<file path="src/rtl/ptw_pkg.sv">
package ptw_pkg;
   localparam int NUM_LEVELS = 3;
   localparam int LVL_W      = 2;
   localparam int ATTR_W     = 6;

   typedef logic [LVL_W-1:0] level_t;

   typedef enum logic [1:0] {
      WALK_IDLE,
      WALK_ISSUE,
      WALK_WAIT
   } walk_state_t;
endpackage

</file>
<file path="src/rtl/ptw_index_sel.sv">
module ptw_index_sel
   import ptw_pkg::*;
#(
   parameter int VPN_W       = 20,
   parameter int ADDR_W      = 32,
   parameter int IDX0_W      = 8,
   parameter int IDX1_W      = 6,
   parameter int IDX2_W      = 6,
   parameter int ENTRY_BYTES = 4
) (
   input  logic [VPN_W-1:0]  vpn,
   input  logic [ADDR_W-1:0] table_ptr,
   input  level_t            level,
   output logic [ADDR_W-1:0] entry_addr
);
   localparam int ENT_SH = $clog2(ENTRY_BYTES);

   logic [ADDR_W-1:0] scaled [NUM_LEVELS];
   logic [ADDR_W-1:0] sel_off;

   for (genvar g = 0; g < NUM_LEVELS; g++) begin : g_lvl
      localparam int FW  = (g == 0) ? IDX0_W : (g == 1) ? IDX1_W : IDX2_W;
      localparam int FLO = (g == 0) ? (IDX1_W + IDX2_W) : (g == 1) ? IDX2_W : 0;
      assign scaled[g] = ADDR_W'(vpn[FLO +: FW]) << ENT_SH;
   end

   always_comb begin
      sel_off = scaled[0];
      for (int i = 1; i < NUM_LEVELS; i++) begin
         if (level == level_t'(i)) sel_off = scaled[i];
      end
   end

   assign entry_addr = table_ptr + sel_off;
endmodule

</file>
<file path="src/rtl/ptw_entry_dec.sv">
module ptw_entry_dec
   import ptw_pkg::*;
#(
   parameter int ADDR_W      = 32,
   parameter int OFS_W       = 12,
   parameter int ENTRY_BYTES = 4
) (
   input  logic [ADDR_W-1:0]       rdata,
   output logic                    ent_valid,
   output logic [ADDR_W-1:0]       ent_ptr,
   output logic [ADDR_W-OFS_W-1:0] ent_ppn,
   output logic [ATTR_W-1:0]       ent_attr
);
   localparam int ENT_SH = $clog2(ENTRY_BYTES);

   assign ent_valid = rdata[0];
   assign ent_ptr   = {rdata[ADDR_W-1:ENT_SH], {ENT_SH{1'b0}}};
   assign ent_ppn   = rdata[ADDR_W-1:OFS_W];
   assign ent_attr  = rdata[ATTR_W:1];
endmodule

</file>
<file path="src/rtl/ptw_ctrl.sv">
module ptw_ctrl
   import ptw_pkg::*;
#(
   parameter int VPN_W  = 20,
   parameter int ADDR_W = 32,
   parameter int PPN_W  = 20
) (
   input  logic              clk,
   input  logic              rst_n,
   input  logic              walk_req,
   input  logic [VPN_W-1:0]  walk_vpn,
   input  logic [ADDR_W-1:0] root_base,
   input  logic              mem_rvalid,
   input  logic              ent_valid,
   input  logic [ADDR_W-1:0] ent_ptr,
   input  logic [PPN_W-1:0]  ent_ppn,
   input  logic [ATTR_W-1:0] ent_attr,
   output logic              idle,
   output logic              mem_req,
   output logic [VPN_W-1:0]  vpn_q,
   output logic [ADDR_W-1:0] ptr_q,
   output level_t            level_q,
   output logic              done,
   output logic              fault,
   output logic [PPN_W-1:0]  ppn,
   output logic [ATTR_W-1:0] attr
);
   localparam level_t LAST_LVL = level_t'(NUM_LEVELS - 1);

   walk_state_t state_q;

   always_ff @(posedge clk or negedge rst_n) begin
      if (!rst_n) begin
         state_q <= WALK_IDLE;
         vpn_q   <= '0;
         ptr_q   <= '0;
         level_q <= '0;
         done    <= 1'b0;
         fault   <= 1'b0;
         ppn     <= '0;
         attr    <= '0;
      end else begin
         done  <= 1'b0;
         fault <= 1'b0;
         ppn   <= '0;
         attr  <= '0;
         case (state_q)
            WALK_IDLE: begin
               if (walk_req) begin
                  vpn_q   <= walk_vpn;
                  ptr_q   <= root_base;
                  level_q <= '0;
                  state_q <= WALK_ISSUE;
               end
            end
            WALK_ISSUE: state_q <= WALK_WAIT;
            WALK_WAIT: begin
               if (mem_rvalid) begin
                  if (!ent_valid) begin
                     done    <= 1'b1;
                     fault   <= 1'b1;
                     state_q <= WALK_IDLE;
                  end else if (level_q == LAST_LVL) begin
                     done    <= 1'b1;
                     ppn     <= ent_ppn;
                     attr    <= ent_attr;
                     state_q <= WALK_IDLE;
                  end else begin
                     ptr_q   <= ent_ptr;
                     level_q <= level_t'(level_q + 1'b1);
                     state_q <= WALK_ISSUE;
                  end
               end
            end
            default: state_q <= WALK_IDLE;
         endcase
      end
   end

   assign idle    = (state_q == WALK_IDLE);
   assign mem_req = (state_q == WALK_ISSUE);


   done_pulse_chk: assert property (@(posedge clk) disable iff (!rst_n)
      done |=> !done);

   fault_with_done_chk: assert property (@(posedge clk) disable iff (!rst_n)
      fault |-> done);

   quiet_result_chk: assert property (@(posedge clk) disable iff (!rst_n)
      !done |-> (ppn == '0 && attr == '0));

   single_read_chk: assert property (@(posedge clk) disable iff (!rst_n)
      mem_req |=> !mem_req);

   stray_resp_chk: assert property (@(posedge clk) disable iff (!rst_n)
      (idle && mem_rvalid && !walk_req) |=> (!done && !mem_req));

   accept_chk: assert property (@(posedge clk) disable iff (!rst_n)
      (idle && walk_req) |=> mem_req);

   done_idle_chk: assert property (@(posedge clk) disable iff (!rst_n)
      done |-> idle);
endmodule

</file>
<file path="src/rtl/pt_walker.sv">
module pt_walker
   import ptw_pkg::*;
#(
   parameter int VA_W        = 32,
   parameter int PA_W        = 32,
   parameter int OFS_W       = 12,
   parameter int IDX0_W      = 8,
   parameter int IDX1_W      = 6,
   parameter int IDX2_W      = 6,
   parameter int ENTRY_BYTES = 4
) (
   input  logic                  clk,
   input  logic                  rst_n,
   input  logic                  walk_req,
   input  logic [VA_W-OFS_W-1:0] walk_vpn,
   input  logic [PA_W-1:0]       root_base,
   output logic                  walk_idle,
   output logic                  mem_req,
   output logic [PA_W-1:0]       mem_addr,
   input  logic                  mem_rvalid,
   input  logic [PA_W-1:0]       mem_rdata,
   output logic                  walk_done,
   output logic                  walk_fault,
   output logic [PA_W-OFS_W-1:0] leaf_ppn,
   output logic [ATTR_W-1:0]     leaf_attr
);
   localparam int VPN_W  = VA_W - OFS_W;
   localparam int PPN_W  = PA_W - OFS_W;
   localparam int ENT_SH = $clog2(ENTRY_BYTES);

   if (IDX0_W + IDX1_W + IDX2_W != VPN_W) begin : g_bad_split
      $error("index fields must cover the virtual page number");
   end
   if ((1 << ENT_SH) != ENTRY_BYTES || ENT_SH < 1) begin : g_bad_entry
      $error("entry size must be a power of two of at least two bytes");
   end
   if (OFS_W <= ATTR_W) begin : g_bad_offset
      $error("page offset too narrow to hold the attribute bits");
   end

   logic [VPN_W-1:0]  vpn_q;
   logic [PA_W-1:0]   ptr_q;
   level_t            level_q;
   logic              ent_valid;
   logic [PA_W-1:0]   ent_ptr;
   logic [PPN_W-1:0]  ent_ppn;
   logic [ATTR_W-1:0] ent_attr;

   ptw_ctrl #(.VPN_W(VPN_W), .ADDR_W(PA_W), .PPN_W(PPN_W)) u_ctrl (
      .clk       (clk),
      .rst_n     (rst_n),
      .walk_req  (walk_req),
      .walk_vpn  (walk_vpn),
      .root_base (root_base),
      .mem_rvalid(mem_rvalid),
      .ent_valid (ent_valid),
      .ent_ptr   (ent_ptr),
      .ent_ppn   (ent_ppn),
      .ent_attr  (ent_attr),
      .idle      (walk_idle),
      .mem_req   (mem_req),
      .vpn_q     (vpn_q),
      .ptr_q     (ptr_q),
      .level_q   (level_q),
      .done      (walk_done),
      .fault     (walk_fault),
      .ppn       (leaf_ppn),
      .attr      (leaf_attr)
   );

   ptw_index_sel #(
      .VPN_W(VPN_W), .ADDR_W(PA_W), .IDX0_W(IDX0_W), .IDX1_W(IDX1_W),
      .IDX2_W(IDX2_W), .ENTRY_BYTES(ENTRY_BYTES)
   ) u_index (
      .vpn       (vpn_q),
      .table_ptr (ptr_q),
      .level     (level_q),
      .entry_addr(mem_addr)
   );

   ptw_entry_dec #(.ADDR_W(PA_W), .OFS_W(OFS_W), .ENTRY_BYTES(ENTRY_BYTES)) u_dec (
      .rdata    (mem_rdata),
      .ent_valid(ent_valid),
      .ent_ptr  (ent_ptr),
      .ent_ppn  (ent_ppn),
      .ent_attr (ent_attr)
   );
endmodule

</file>
<file path="config.mk">
export PLATFORM = sky130hd
export DESIGN_NAME = pt_walker
export DESIGN_NICKNAME = d
export VERILOG_FILES = /design/src/rtl/ptw_pkg.sv /design/src/rtl/ptw_index_sel.sv /design/src/rtl/ptw_entry_dec.sv /design/src/rtl/ptw_ctrl.sv /design/src/rtl/pt_walker.sv
export SDC_FILE = /design/constraint.sdc
export NUM_CORES = 1
export LEC_CHECK = 0
export BUFFER_PORTS_ARGS = -buffer_cell sky130_fd_sc_hd__buf_2
export CAP_MARGIN = 0
export CORE_UTILIZATION = 54
export CTS_CLUSTER_DIAMETER = 60
export CTS_CLUSTER_SIZE = 16
export DETAILED_ROUTE_END_ITERATION = 12
export MAX_ROUTING_LAYER = met4
export PLACE_DENSITY = 0.86
export SYNTH_ARGS = -nofsm -noshare
export SYNTH_HDL_FRONTEND = slang
export SYNTH_SLANG_ARGS = --single-unit
</file>
<file path="constraint.sdc">
create_clock -name clk -period 8.05 [get_ports clk]
set_clock_uncertainty 0.2 [all_clocks]
set_input_delay 1.2075 -clock clk [delete_from_list [all_inputs] [get_ports clk]]
set_output_delay 1.2075 -clock clk [all_outputs]
set_load 0.005 [all_outputs]
</file>
* Word-level counts from Yosys, hierarchy flattened
Cells that the tools add are included.
** Word-level totals
- Flip-flop bits (word level) :: 84
- Bits in latches :: 0
- Bits in writable memories :: 0
- Memory bits (read-only) :: 0
- Bits of input ports :: 88
- Memories kept :: 0
** Operators by class
- $add $sub $neg :: 2
- Multiply operators :: 0
- Div/mod/pow operators :: 0
- Order comparisons :: 0
- Eq/ne operators :: 8
- Shifts and indexed selects :: 0
- Mux-type cells :: 32
- Bitwise operators :: 0
- Reduce and logical (&&, ||, !) cells :: 5
** Operators by type and width (count)
- 32-bit 2-to-1 mux :: 5
- 20-bit 2-to-1 mux :: 4
- 32-bit one-hot mux with 2 select lines :: 1
- 32-bit adder :: 1
- 6-bit 2-to-1 mux :: 4
- 2-bit 2-to-1 mux :: 7
- 10-bit 2-to-1 mux :: 1
- 1-bit 2-to-1 mux :: 8
- 2-bit != test, second input constant :: 4
- 2-bit one-hot mux with 3 select lines :: 1
- 5-bit AND reduction :: 1
- 2-bit by 1-bit equality test with 1-bit output, second input constant :: 2
- 2-bit equality test, second input constant :: 2
- 2-bit one-hot mux with 2 select lines :: 1
- 2-bit AND reduction :: 2
- 2-bit by 1-bit adder with 2-bit output, second input constant :: 1
- 2-bit logical NOT :: 1
- 2-bit nonzero test :: 1

* Longest topological paths before layout
- Word-level depth :: 5
- Gate-level depth with buffers :: 14
- Mapped depth without buffers :: 13

* Cells and area by module
A second synthesis with hierarchy kept.
** Unflattened totals
- Cell total of the unflattened synthesis :: 419
- Area, all modules :: 4898.4 sq um
** By module, submodules not included
- ptw_ctrl :: times used 1, cells an instance 231, area an instance 3473.3 sq um, seq. area each 2102.0 sq um
- ptw_index_sel :: times used 1, cells an instance 128, area an instance 978.4 sq um, seq. area each 0.0 sq um
- ptw_entry_dec :: times used 1, cells an instance 60, area an instance 446.7 sq um, seq. area each 0.0 sq um

* Worst setup path before layout
No wires, ideal clock.
- Path kind :: register to output
- Start :: register u_ctrl.level_q[1]
- End :: output mem_addr[15]
- Arrival time :: 2.749 ns
- Required time :: 6.642 ns
- Slack :: 3.893 ns
- Stages on the path, launching flop included :: 14
- Buffers on the path :: 2
- Path through :: dfrtp_1 inv_1 ha_1 clkbuf_1 mux2i_1 o21ai_0 ha_1 and2_4 a221o_1 o211ai_2 a21oi_2 buf_6 o2111ai_1 xnor2_1
** Between the ends
- Longest elaborated chain between the ends :: 4
** Ends and longest elaborated chain
- start, declared :: line ptw_ctrl.sv:22 : output level_t level_q,
- start signal, assigned :: line ptw_ctrl.sv:70 : level_q <= level_t'(level_q + 1'b1);
- 2-bit by 1-bit equality test with 1-bit output :: line ptw_index_sel.sv:30 : if (level == level_t'(i)) sel_off = scaled[i];
- 10-bit 2-to-1 mux :: line ptw_index_sel.sv:30
- 32-bit 2-to-1 mux * :: line ptw_index_sel.sv:30
- 32-bit adder * :: line ptw_index_sel.sv:34 : assign entry_addr = table_ptr + sel_off;
- end, declared :: line pt_walker.sv:19 : output logic [PA_W-1:0] mem_addr,
Mark *: on every way between the ends. The rest lies on a longest branch, timed or not.

* Final worst setup path
- Start :: register u_ctrl.level_q[1]
- End :: output mem_addr[24]
The elaborated chain is that of the path after synthesis.

==> run metrics <==
status=completed; maximum root-to-sink buffer count=2; placed cell area=0.00499 mm^2; HPWL Detailed=7.04 mm; Routed Antenna Nets=0; share of the synthesized area in the top cell type=49.7%; met3 Use GR=3.70%; CTS H-tree lvls=3; Die H=90.5 um; ys flop type=dfrtp_1; number of distinct library cells after synthesis=44; top post-synthesis cells by area=dfrtp_1, mux2i_1, mux2_2; Site Rows=31; CP Buf/Inv Count=3; PD cells=405 mW/mm^2; MaxCap Viol Count=0; Fmax=195 MHz; M2 GR Usage=40.9%; P_sw=0.000846 W; WS Path Type=reg -> out; Worst Tran Pin Value=1.20 ns; Post-CTS Setup Bufs=0; Critical Path Start Type=register; share of post-route cells with drive strength above 1=36.2%; Synth top cells by count=dfrtp_1, nand2_1, o21ai_0; DRT iter0 DRCs=183; Critical-path top delay cell=fa_1; Ys Warns=0; Final Max Tran Viols=0; gr usage total=25.8%; Sw Ratio=40.0%; critical path arrival=3.72 ns; GPL Wtd Cong=0.855; Int Pwr=0.00127 W; gr ovfl total=0; Final setup viols=0; Final WS setup=2.93 ns; Post-Layout Inst Area=0.00522 mm^2; flop and latch count out of synthesis=84; CP most frequent cell=inv_1; I/O pins=150; via count=3,416; Seq pwr share=32.3%; Worst path top cell family by delay=adder cells; Avg Inst Size Synth=10.7 um^2; Clk Latency, worst-skew pair=0.34 ns; synthesis-to-layout area growth=23.4%; crit-path max cell delay=0.45 ns; GRT Max-Usage Layer=met2; largest fanout on the critical path=9; post-synth top area cell=dfrtp_1; DR vias/cell=5.41; Avg WL per Cell=15.8 um; register area share after synthesis=49.7%; final-stage net count=627; clock sink count=84; Cell Chain, Critical Path=inv_1 -> ha_1 -> mux2i_1 -> o21ai_0 -> inv_1 -> fa_1 -> nor2b_1 -> o31a_1 -> o22ai_1 -> nor2_2 -> nand3_1 -> xnor2_1 -> buf_2; DR pass1 iterations=4; CTS buffer count=9; ant diodes=0; mapped cell area=0.00423 mm^2; worst hold path type=reg -> reg; CTS root buf=clkbuf_8; Worst Hold Depth=1; global-route wire length before repair=16.1 mm; drc violations=0; post-cts hold buffer count=0; Port Buffer Count=149; worst reg2reg path depth=3; Cells after Synth=394; Setup Total Neg Slack=0 ns; Clock power frac=16.1%; Combinational Power Share=51.6%; Initial Util=57.1%; post-CTS sizing=0; Post-synth EDFFs=0; vias in the first global route=3,390; WP data required=6.64 ns; cell count along the critical path=13; Pleak=2.81 nW; Period minus WS final=5.12 ns; Max-Slew Margin vs Limit=20.0%; fin crit share=63.7%; initial antenna violation count=0; Worst-path clk slew=0.08 ns; die width=90.5 um; Placement Setup Slack=3.35 ns; syn_nets=493; final wirelength=10.0 mm; crit end category=primary output; GR Util met1=32.9%; Placeable Area=0.00741 mm^2; top-count cell post-synth=dfrtp_1; RSZ-0062 raised after global routing=no; CTS tree=done; Max IR drop VDD=0.000331 V; share of synthesized registers carrying an async set or reset=100%; Fin. Hold Viols=0; total die area=0.00819 mm^2; largest net degree at the start of global routing=85
[worst paths after layout]
check / start / endpoint / slack, ns
worst max-delay path: u_ctrl.level_q[1] / mem_addr[24] / 2.93
max in group asynchronous: rst_n / u_ctrl.attr[5] / 6.15
worst min-delay path: u_ctrl.ptr_q[0] / u_ctrl.ptr_q[0] / 0.30
worst min register to register: u_ctrl.ptr_q[0] / u_ctrl.ptr_q[0] / 0.30
worst max register to register: u_ctrl.state_q[0] / u_ctrl.ptr_q[30] / 5.19
min in group asynchronous: rst_n / u_ctrl.ppn[8] / 0.82
[cell families (layout without fill, tap and decap cells)]
group	count (synthesis)	after routing	share of synthesized area (%)
compound gates	70	70	10.3
xor+xnor	26	26	5.38
fa+ha+maj	11	11	3.43
buf+inv	37	176	3.93
flops	84	84	49.7
mux	56	56	13.8
simple gates	110	110	13.4
[metrics by stage]
stage	utilization [%]	cells	power, W	hold slack, ns
after floorplan	-	394	0.00141	0.256
after global placement	67.4	616	0.00173	0.272
after detailed placement	67.4	616	0.00178	0.289
after CTS	70.5	632	0.00212	0.306
after global routing	70.5	632	0.00227	0.330
final	70.5	632	0.00211	0.302
[flip-flops by register name, summed over array words and instances (netlist names)]
| name | flops |
|---|---|
| u_ctrl.attr | 6 |
| u_ctrl.level_q | 2 |
| u_ctrl.fault | 1 |
| u_ctrl.ppn | 20 |
| u_ctrl.ptr_q | 32 |
| u_ctrl.done | 1 |
| u_ctrl.state_q | 2 |
| u_ctrl.vpn_q | 20 |
[cell usage in the layout, fill, tap and decap left out, types with 3 or more instances in the layout]
| cell | count |
|---|---|
| and2_1 | 3 |
| nand3_1 | 5 |
| dfrtp_1 | 84 |
| mux2_2 | 20 |
| a21oi_1 | 6 |
| nor2b_1 | 4 |
| clkbuf_8 | 11 |
| buf_2 | 148 |
| nor2_1 | 8 |
| xnor2_1 | 25 |
| inv_1 | 10 |
| o211ai_1 | 3 |
| and3_1 | 34 |
| nand2_1 | 44 |
| mux2i_1 | 36 |
| o21ai_0 | 41 |
| o2111ai_1 | 6 |
| ha_1 | 10 |
[power groups by stage]
stage          sequential (W)  combinational (W)  clock [W]
6_report             0.000683            0.00109   0.000340
3_5_place_dp         0.000686            0.00109          0
4_1_cts              0.000681            0.00110   0.000346
5_1_grt              0.000701            0.00120   0.000364
2_1_floorplan        0.000652           0.000754          0
3_3_place_gp         0.000682            0.00105          0
[final cells by class]
class                      instances  area [um^2]
clock buffer                      13          159
clock inverter                     3         68.8
fill                             593         2190
inverter                          10         37.5
multi-input combinational        273         1970
sequential                        84         2100
tap                               99          124
timing repair buffer             150          756
[routing by layer]
layer,share of wire (%),wire length (um)
met2,51,5060
met3,4.4,444
met5,0,0
met4,2.3,226
met1,43,4280
Power figures use the tool's default switching activity.
